<file path="config.mk">
export PLATFORM = sky130hd
export DESIGN_NAME = chan_trig_unit
export DESIGN_NICKNAME = d
export VERILOG_FILES = /design/src/rtl/chan_trig_pkg.sv /design/src/rtl/trig_disc.sv /design/src/rtl/trig_edge.sv /design/src/rtl/trig_tstamp.sv /design/src/rtl/trig_ctrl.sv /design/src/rtl/chan_trig_unit.sv
export SDC_FILE = /design/constraint.sdc
export NUM_CORES = 1
export LEC_CHECK = 0
export BUFFER_PORTS_ARGS = -buffer_cell sky130_fd_sc_hd__buf_2
export CORE_MARGIN = 4
export CORE_UTILIZATION = 45
export DETAILED_ROUTE_END_ITERATION = 6
export MAX_ROUTING_LAYER = met4
export PLACE_DENSITY = 0.69
export SKIP_CTS_REPAIR_TIMING = 1
export SYNTH_ARGS = -nofsm -noshare
export SYNTH_HDL_FRONTEND = slang
export SYNTH_HIERARCHICAL = 1
export SYNTH_SLANG_ARGS = --single-unit
</file>
<file path="constraint.sdc">
create_clock -name clk -period 3.95 [get_ports clk]
set_input_delay 0.79 -clock clk [delete_from_list [all_inputs] [get_ports clk]]
set_output_delay 0.79 -clock clk [all_outputs]
set_load 0.03 [all_outputs]
</file>
<file path="src/rtl/chan_trig_pkg.sv">
// Shared types for the channel trigger unit.
package chan_trig_pkg;

    // Trigger source selection; the encoding is visible on the mode port.
    typedef enum logic [1:0] {
        MODE_SELF = 2'b00,
        MODE_EXT  = 2'b01,
        MODE_GATE = 2'b10,
        MODE_OFF  = 2'b11
    } trig_mode_e;

    // Number of external pulse inputs that are edge detected.
    localparam int unsigned NUM_EXT = 2;
    localparam int unsigned EXT_TRIG_IDX  = 0;
    localparam int unsigned EXT_VALID_IDX = 1;

endpackage

</file>
<file path="src/rtl/trig_disc.sv">
// Leading-edge discriminator.
// Fires when the current sample is at or above the threshold while the
// previous sample was below it (signed compare). The fire flag is
// combinational and is used at the same edge; disc_out is its registered copy.
// Assumes one sample per clock, synchronous to clk.
module trig_disc #(
    parameter int unsigned SAMPLE_W = 14
) (
    input  logic                       clk,
    input  logic                       rst_n,
    input  logic signed [SAMPLE_W-1:0] sample_in,
    input  logic signed [SAMPLE_W-1:0] threshold,
    output logic                       fire,
    output logic                       disc_out
);

    logic signed [SAMPLE_W-1:0] prev_q;
    logic                       prev_ok_q;
    logic                       disc_q;

    // Rising crossing: previous below, current at or above.
    always_comb begin
        fire = prev_ok_q && (prev_q < threshold) && (sample_in >= threshold);
    end

    // Keep the previous sample and the registered discriminator pulse.
    always_ff @(posedge clk) begin
        if (!rst_n) begin
            prev_q    <= '0;
            prev_ok_q <= 1'b0;
            disc_q    <= 1'b0;
        end else begin
            prev_q    <= sample_in;
            prev_ok_q <= 1'b1;
            disc_q    <= fire;
        end
    end

    assign disc_out = disc_q;

endmodule

</file>
<file path="src/rtl/trig_edge.sv">
// Rising-edge detector for a group of synchronous level inputs.
// rise[i] is high in the cycle where lvl[i] is high and was low at the
// previous edge. Assumes inputs are already synchronous to clk.
module trig_edge #(
    parameter int unsigned N = 2
) (
    input  logic         clk,
    input  logic         rst_n,
    input  logic [N-1:0] lvl,
    output logic [N-1:0] rise
);

    logic [N-1:0] lvl_q;

    for (genvar i = 0; i < N; i++) begin : g_bit
        // Remember the level of this input from the previous edge.
        always_ff @(posedge clk) begin
            if (!rst_n) begin
                lvl_q[i] <= 1'b0;
            end else begin
                lvl_q[i] <= lvl[i];
            end
        end

        // Edge is present when the level is high now and was low before.
        always_comb begin
            rise[i] = lvl[i] & ~lvl_q[i];
        end
    end

endmodule

</file>
<file path="src/rtl/trig_tstamp.sv">
// Free-running time counter: holds 0 in reset, then advances by one on
// every clock and wraps at 2**TS_W.
module trig_tstamp #(
    parameter int unsigned TS_W = 48
) (
    input  logic            clk,
    input  logic            rst_n,
    output logic [TS_W-1:0] ts_now
);

    logic [TS_W-1:0] cnt_q;

    // Advance the counter once per sample clock.
    always_ff @(posedge clk) begin
        if (!rst_n) begin
            cnt_q <= '0;
        end else begin
            cnt_q <= cnt_q + TS_W'(1);
        end
    end

    assign ts_now = cnt_q;

endmodule

</file>
<file path="src/rtl/trig_ctrl.sv">
// Trigger mode control and gated-mode window.
// Picks the trigger source from the mode, runs the validation window in
// gated mode and captures the time of the qualifying edge. A fire opens a
// window of win_len edges. A validation edge at any of those edges is
// accepted. Fires during an open window are ignored. Any mode other than
// gated drops an open window. Assumes all inputs are sampled at the same edge.
module trig_ctrl
    import chan_trig_pkg::*;
#(
    parameter int unsigned TS_W  = 48,
    parameter int unsigned WIN_W = 16
) (
    input  logic             clk,
    input  logic             rst_n,
    input  logic [1:0]       mode,
    input  logic [WIN_W-1:0] win_len,
    input  logic             fire,
    input  logic             ext_rise,
    input  logic             val_rise,
    input  logic [TS_W-1:0]  ts_now,
    output logic             trig_out,
    output logic [TS_W-1:0]  trig_ts
);

    trig_mode_e       mode_e;
    logic             trig_q;
    logic [TS_W-1:0]  trig_ts_q;
    logic             pend_q;
    logic [WIN_W-1:0] win_cnt_q;
    logic [TS_W-1:0]  pend_ts_q;

    // Decode the mode port into the shared enum.
    always_comb begin
        mode_e = trig_mode_e'(mode);
    end

    // Strobe generation, window tracking and time capture.
    always_ff @(posedge clk) begin
        if (!rst_n) begin
            trig_q    <= 1'b0;
            trig_ts_q <= '0;
            pend_q    <= 1'b0;
            win_cnt_q <= '0;
            pend_ts_q <= '0;
        end else begin
            trig_q <= 1'b0;
            unique case (mode_e)
                MODE_SELF: begin
                    pend_q <= 1'b0;
                    if (fire) begin
                        trig_q    <= 1'b1;
                        trig_ts_q <= ts_now;
                    end
                end
                MODE_EXT: begin
                    pend_q <= 1'b0;
                    if (ext_rise) begin
                        trig_q    <= 1'b1;
                        trig_ts_q <= ts_now;
                    end
                end
                MODE_GATE: begin
                    if (pend_q) begin
                        if (val_rise) begin
                            trig_q    <= 1'b1;
                            trig_ts_q <= pend_ts_q;
                            pend_q    <= 1'b0;
                        end else if (win_cnt_q == WIN_W'(1)) begin
                            pend_q <= 1'b0;
                        end else begin
                            win_cnt_q <= win_cnt_q - WIN_W'(1);
                        end
                    end else if (fire && (win_len != '0)) begin
                        pend_q    <= 1'b1;
                        win_cnt_q <= win_len;
                        pend_ts_q <= ts_now;
                    end
                end
                default: begin
                    pend_q <= 1'b0;
                end
            endcase
        end
    end

    assign trig_out = trig_q;
    assign trig_ts  = trig_ts_q;

endmodule

</file>
<file path="src/rtl/chan_trig_unit.sv">
// Per-channel trigger and timestamp unit (top).
// Connects the discriminator, the external edge detectors, the time counter
// and the mode control. All inputs are synchronous to clk; reset is
// synchronous and active low.
module chan_trig_unit
    import chan_trig_pkg::*;
#(
    parameter int unsigned SAMPLE_W = 14,
    parameter int unsigned TS_W     = 48,
    parameter int unsigned WIN_W    = 16
) (
    input  logic                       clk,
    input  logic                       rst_n,
    input  logic signed [SAMPLE_W-1:0] sample_in,
    input  logic signed [SAMPLE_W-1:0] threshold,
    input  logic [1:0]                 mode,
    input  logic [WIN_W-1:0]           win_len,
    input  logic                       ext_trig_in,
    input  logic                       ext_valid_in,
    output logic                       disc_out,
    output logic                       trig_out,
    output logic [TS_W-1:0]            trig_ts
);

    logic               fire;
    logic [NUM_EXT-1:0] ext_lvl;
    logic [NUM_EXT-1:0] ext_rise;
    logic [TS_W-1:0]    ts_now;

    // Gather the external levels for edge detection.
    always_comb begin
        ext_lvl                = '0;
        ext_lvl[EXT_TRIG_IDX]  = ext_trig_in;
        ext_lvl[EXT_VALID_IDX] = ext_valid_in;
    end

    trig_disc #(.SAMPLE_W(SAMPLE_W)) u_disc (
        .clk       (clk),
        .rst_n     (rst_n),
        .sample_in (sample_in),
        .threshold (threshold),
        .fire      (fire),
        .disc_out  (disc_out)
    );

    trig_edge #(.N(NUM_EXT)) u_edge (
        .clk   (clk),
        .rst_n (rst_n),
        .lvl   (ext_lvl),
        .rise  (ext_rise)
    );

    trig_tstamp #(.TS_W(TS_W)) u_ts (
        .clk    (clk),
        .rst_n  (rst_n),
        .ts_now (ts_now)
    );

    trig_ctrl #(.TS_W(TS_W), .WIN_W(WIN_W)) u_ctrl (
        .clk      (clk),
        .rst_n    (rst_n),
        .mode     (mode),
        .win_len  (win_len),
        .fire     (fire),
        .ext_rise (ext_rise[EXT_TRIG_IDX]),
        .val_rise (ext_rise[EXT_VALID_IDX]),
        .ts_now   (ts_now),
        .trig_out (trig_out),
        .trig_ts  (trig_ts)
    );

endmodule

</file>
==> flow_summary.yaml <==
detailed_routing:
  firstDrtPassIters: 4
  wl_mm: 17.6
  vias: 6463
  viasPerCell: 5.37
  drc: 0
  drt_first_iter_violations: 453
  wl_per_cell_um: 14.7
  postRouteAntennaNets: 0
clocking:
  cts_tree: "yes"
  clockRootBuffer: "clkbuf_16"
  clkLatencyLatePin_ns: 0.43
  cts_buffers: 17
  clk_path_buf_depth: 2
  h-tree-depth: 4
  clk_pin_slew_ns: 0.06
  cts.sinks: 180
pwr:
  p_per_area_mw_per_mm2: 426
  p_switching_w: 0.000966
  ir_drop_v: 0.000293
  pwr-share-comb_pct: 9.8
  p_leak_nw: 4.34
  p_seq_share_pct: 45.8
  clkPwrFrac_pct: 44.4
  internal_power_w: 0.00316
  power_switching_share_pct: 23.4
logic_synthesis:
  synth_common_cells: "180 x dfxtp_1, 133 x nor2_1, 97 x mux2i_1, 48 x a211oi_1, 31 x nand2_1"
  yosysTopAreaCellShare_pct: 43.0
  synth_most_common_cell: "dfxtp_1"
  yosysTopAreaCell: "dfxtp_1"
  yosysWarnings: 6
  avgSynthCellArea_sq_um: 9.46
  yosysUniqueCellTypes: 69
  synth_edf_count: 0
  ys.flop_type: "dfxtp_1"
  synth_fp_nets: 965
  synthTopCellsByArea: "dfxtp_1 43%, mux2i_1 12%, nor2_1 6.0%"
  syn_inst: 885
  async_flop_share_pct: 0
  yosys_register_bits: 180
  syn-cell-area_sq_mm: 0.00837
  ys_seq_area_share_pct: 43.0
sta:
  final.setup.tns_ns: 0
  tightest_slew_ns: 1.01
  min_period_ns: 3.39
  slew_violations: 0
  max_freq_ghz: 0.295
  fin_skew_ns: 0.0169
  final_hold_viol_count: 0
  rsz0062_at_grt: "false"
  setup_viol: 0
  period_share_pct: 85.7
  slew_headroom_pct: 32.9
cells_and_area:
  area_growth_pct: 15.7
  drive_above_1_share_pct: 17.5
  fillers: 1661
  fin_nets: 1043
  fin_area_sq_mm: 0.00968
  diodes: 0
worst_hold_path:
  hold_path_class: "flop to flop"
  worstHoldStart: "u_disc/prev_ok_q"
  whs_endpoint: "u_disc/disc_out"
  hold_depth: 2
setup_path:
  r2r_end: "u_ctrl/pend_ts_q[1]"
  cp-end-kind: "flop"
  r2r-start: "u_disc/prev_q[13]"
  required_ns: 4.22
  reg2reg_depth: 11
  worstPathMaxFanout: 49
  critPathArrivalTime_ns: 3.66
  reg2reg_slack_ns: 0.76
  cp-start-kind: "input pin"
  critPathKind: "input pin to flop"
grt:
  antenna_found_initial: 0
  grt_use_total_pct: 17.7
  grt_pass1_wl_mm: 29.3
  grt_max_degree: 98
  overflow: 0
  grt_pass1_vias: 5985
floorplan:
  die_w_um: 144
  dieHeight_um: 144
  start_util_pct: 46.1
  core_sq_mm: 0.0181
  std_cell_rows: 49
  die_area_sq_mm: 0.0208
  pin_count: 100
placement:
  gp_congestion: 0.798
  portBuffers: 99
  dp.final_hpwl_mm: 11.8
  dpl_cell_area_sq_mm: 0.00905
outcome:
  status: "finished, final reports clean"
job:
  drv_cap: 0
-- metrics by stage --
step | util [%] | std cells | hold WS (ns) | total power, W | worst slack [ns]
final | 53.4 | 1203 | 0.494 | 0.00413 | 0.563
after floorplan | - | 885 | 0.451 | 0.00222 | 0.582
after CTS | 53.4 | 1203 | 0.496 | 0.00417 | 0.624
after global routing | 53.4 | 1203 | 0.500 | 0.00429 | 0.367
after global placement | 49.8 | 1173 | 0.473 | 0.00234 | 0.246
after detailed placement | 49.8 | 1173 | 0.483 | 0.00234 | 0.195
-- worst max-delay path, cell delays in order --
cell and delay [ns]:
buf_2 0.08, inv_1 0.05, ha_1 0.31, nand4_1 0.16
nor2_1 0.17, o211ai_1 0.11, mux2_1 0.35, nor4_1 0.50
nor3b_4 0.42, nand2_4 0.18, buf_12 0.27, mux2i_1 0.19
nor2_1 0.05
-- metal layers --
layer	share of wire (%)	wire [um]	up-vias	global-route usage, %
met5	0	0	-	-
met1	50	8740	3012	24.3
met2	46	8030	105	26.3
li1	-	-	3333	-
met4	0.95	167	0	4.71
met3	4.0	710	13	4.13
-- state kept, by name (all words and copies together), names as in the netlist --
name	cells
u_ctrl/trig_out	1
u_disc/prev_ok_q	1
u_edge/lvl_q	2
u_ctrl/trig_ts	48
u_ctrl/win_cnt_q	16
u_ctrl/pend_ts_q	48
u_disc/prev_q	14
u_ctrl/pend_q	1
u_disc/disc_out	1
u_ts/ts_now	48
-- worst max path at each step --
stage             startpoint  slack (ns)  depth (start not counted)                    to
2_1_floorplan   threshold[1]        0.58                         13    u_ctrl/trig_ts[10]
3_3_place_gp    threshold[3]        0.25                         13  u_ctrl/pend_ts_q[20]
3_5_place_dp   threshold[13]        0.20                         14    u_ctrl/trig_ts[18]
4_1_cts         threshold[3]        0.62                         14    u_ctrl/trig_ts[28]
5_1_grt         threshold[3]        0.37                         14    u_ctrl/trig_ts[20]
6_report       threshold[13]        0.56                         13   u_ctrl/pend_ts_q[1]
-- power by group through the flow --
stage | logic (W) | clock network, W | registers [W]
4_1_cts | 0.000409 | 0.00187 | 0.00189
6_report | 0.000404 | 0.00183 | 0.00189
3_5_place_dp | 0.000407 | 0 | 0.00193
2_1_floorplan | 0.000226 | 0 | 0.00200
5_1_grt | 0.000448 | 0.00195 | 0.00190
3_3_place_gp | 0.000404 | 0 | 0.00193
-- layout make-up --
| cell class | instances | area, sq um | area share, % |
|---|---|---|---|
| tap | 229 | 287 | 2.96 |
| clock buffer | 21 | 460 | 4.76 |
| clock inverter | 9 | 176 | 1.82 |
| timing repair buffer | 107 | 581 | 6.00 |
| sequential | 180 | 3600 | 37.2 |
| inverter | 29 | 109 | 1.12 |
| multi-input combinational | 628 | 4470 | 46.1 |
-- placed cells by master, fill, tap and decap left out, drive strengths merged, types with 5 or more instances in the layout --
cell and instances:
dfxtp 180, nand3 23, and4 5, inv 29
and3 7, o211ai 10, ha 30, a211oi 48
nor4 15, a32o 7, xor2 16, xnor2 12
o21ai 26, or3 15, bufinv 5, a21oi 32
clkbuf 21, nand2 33, nand4 31, buf 107
nor2 134, nor3 8, and2 25, or4 5
mux2i 97, o31ai 5, nor2b 7
-- cells by family (layout without fill, tap and decap cells) --
logic type	count (synthesis)	count (layout)	share of synthesized area (%)
XOR/XNOR	28	28	2.93
adder cells (fa/ha/maj)	30	30	4.48
flip-flops	180	180	43.0
buffers and inverters	77	166	3.87
AND/OR/NAND/NOR	323	323	21.4
AO/OA/AOI/OAI	148	148	12.4
multiplexers	99	99	11.9
Note: power is estimated with default switching activity, not from simulation.
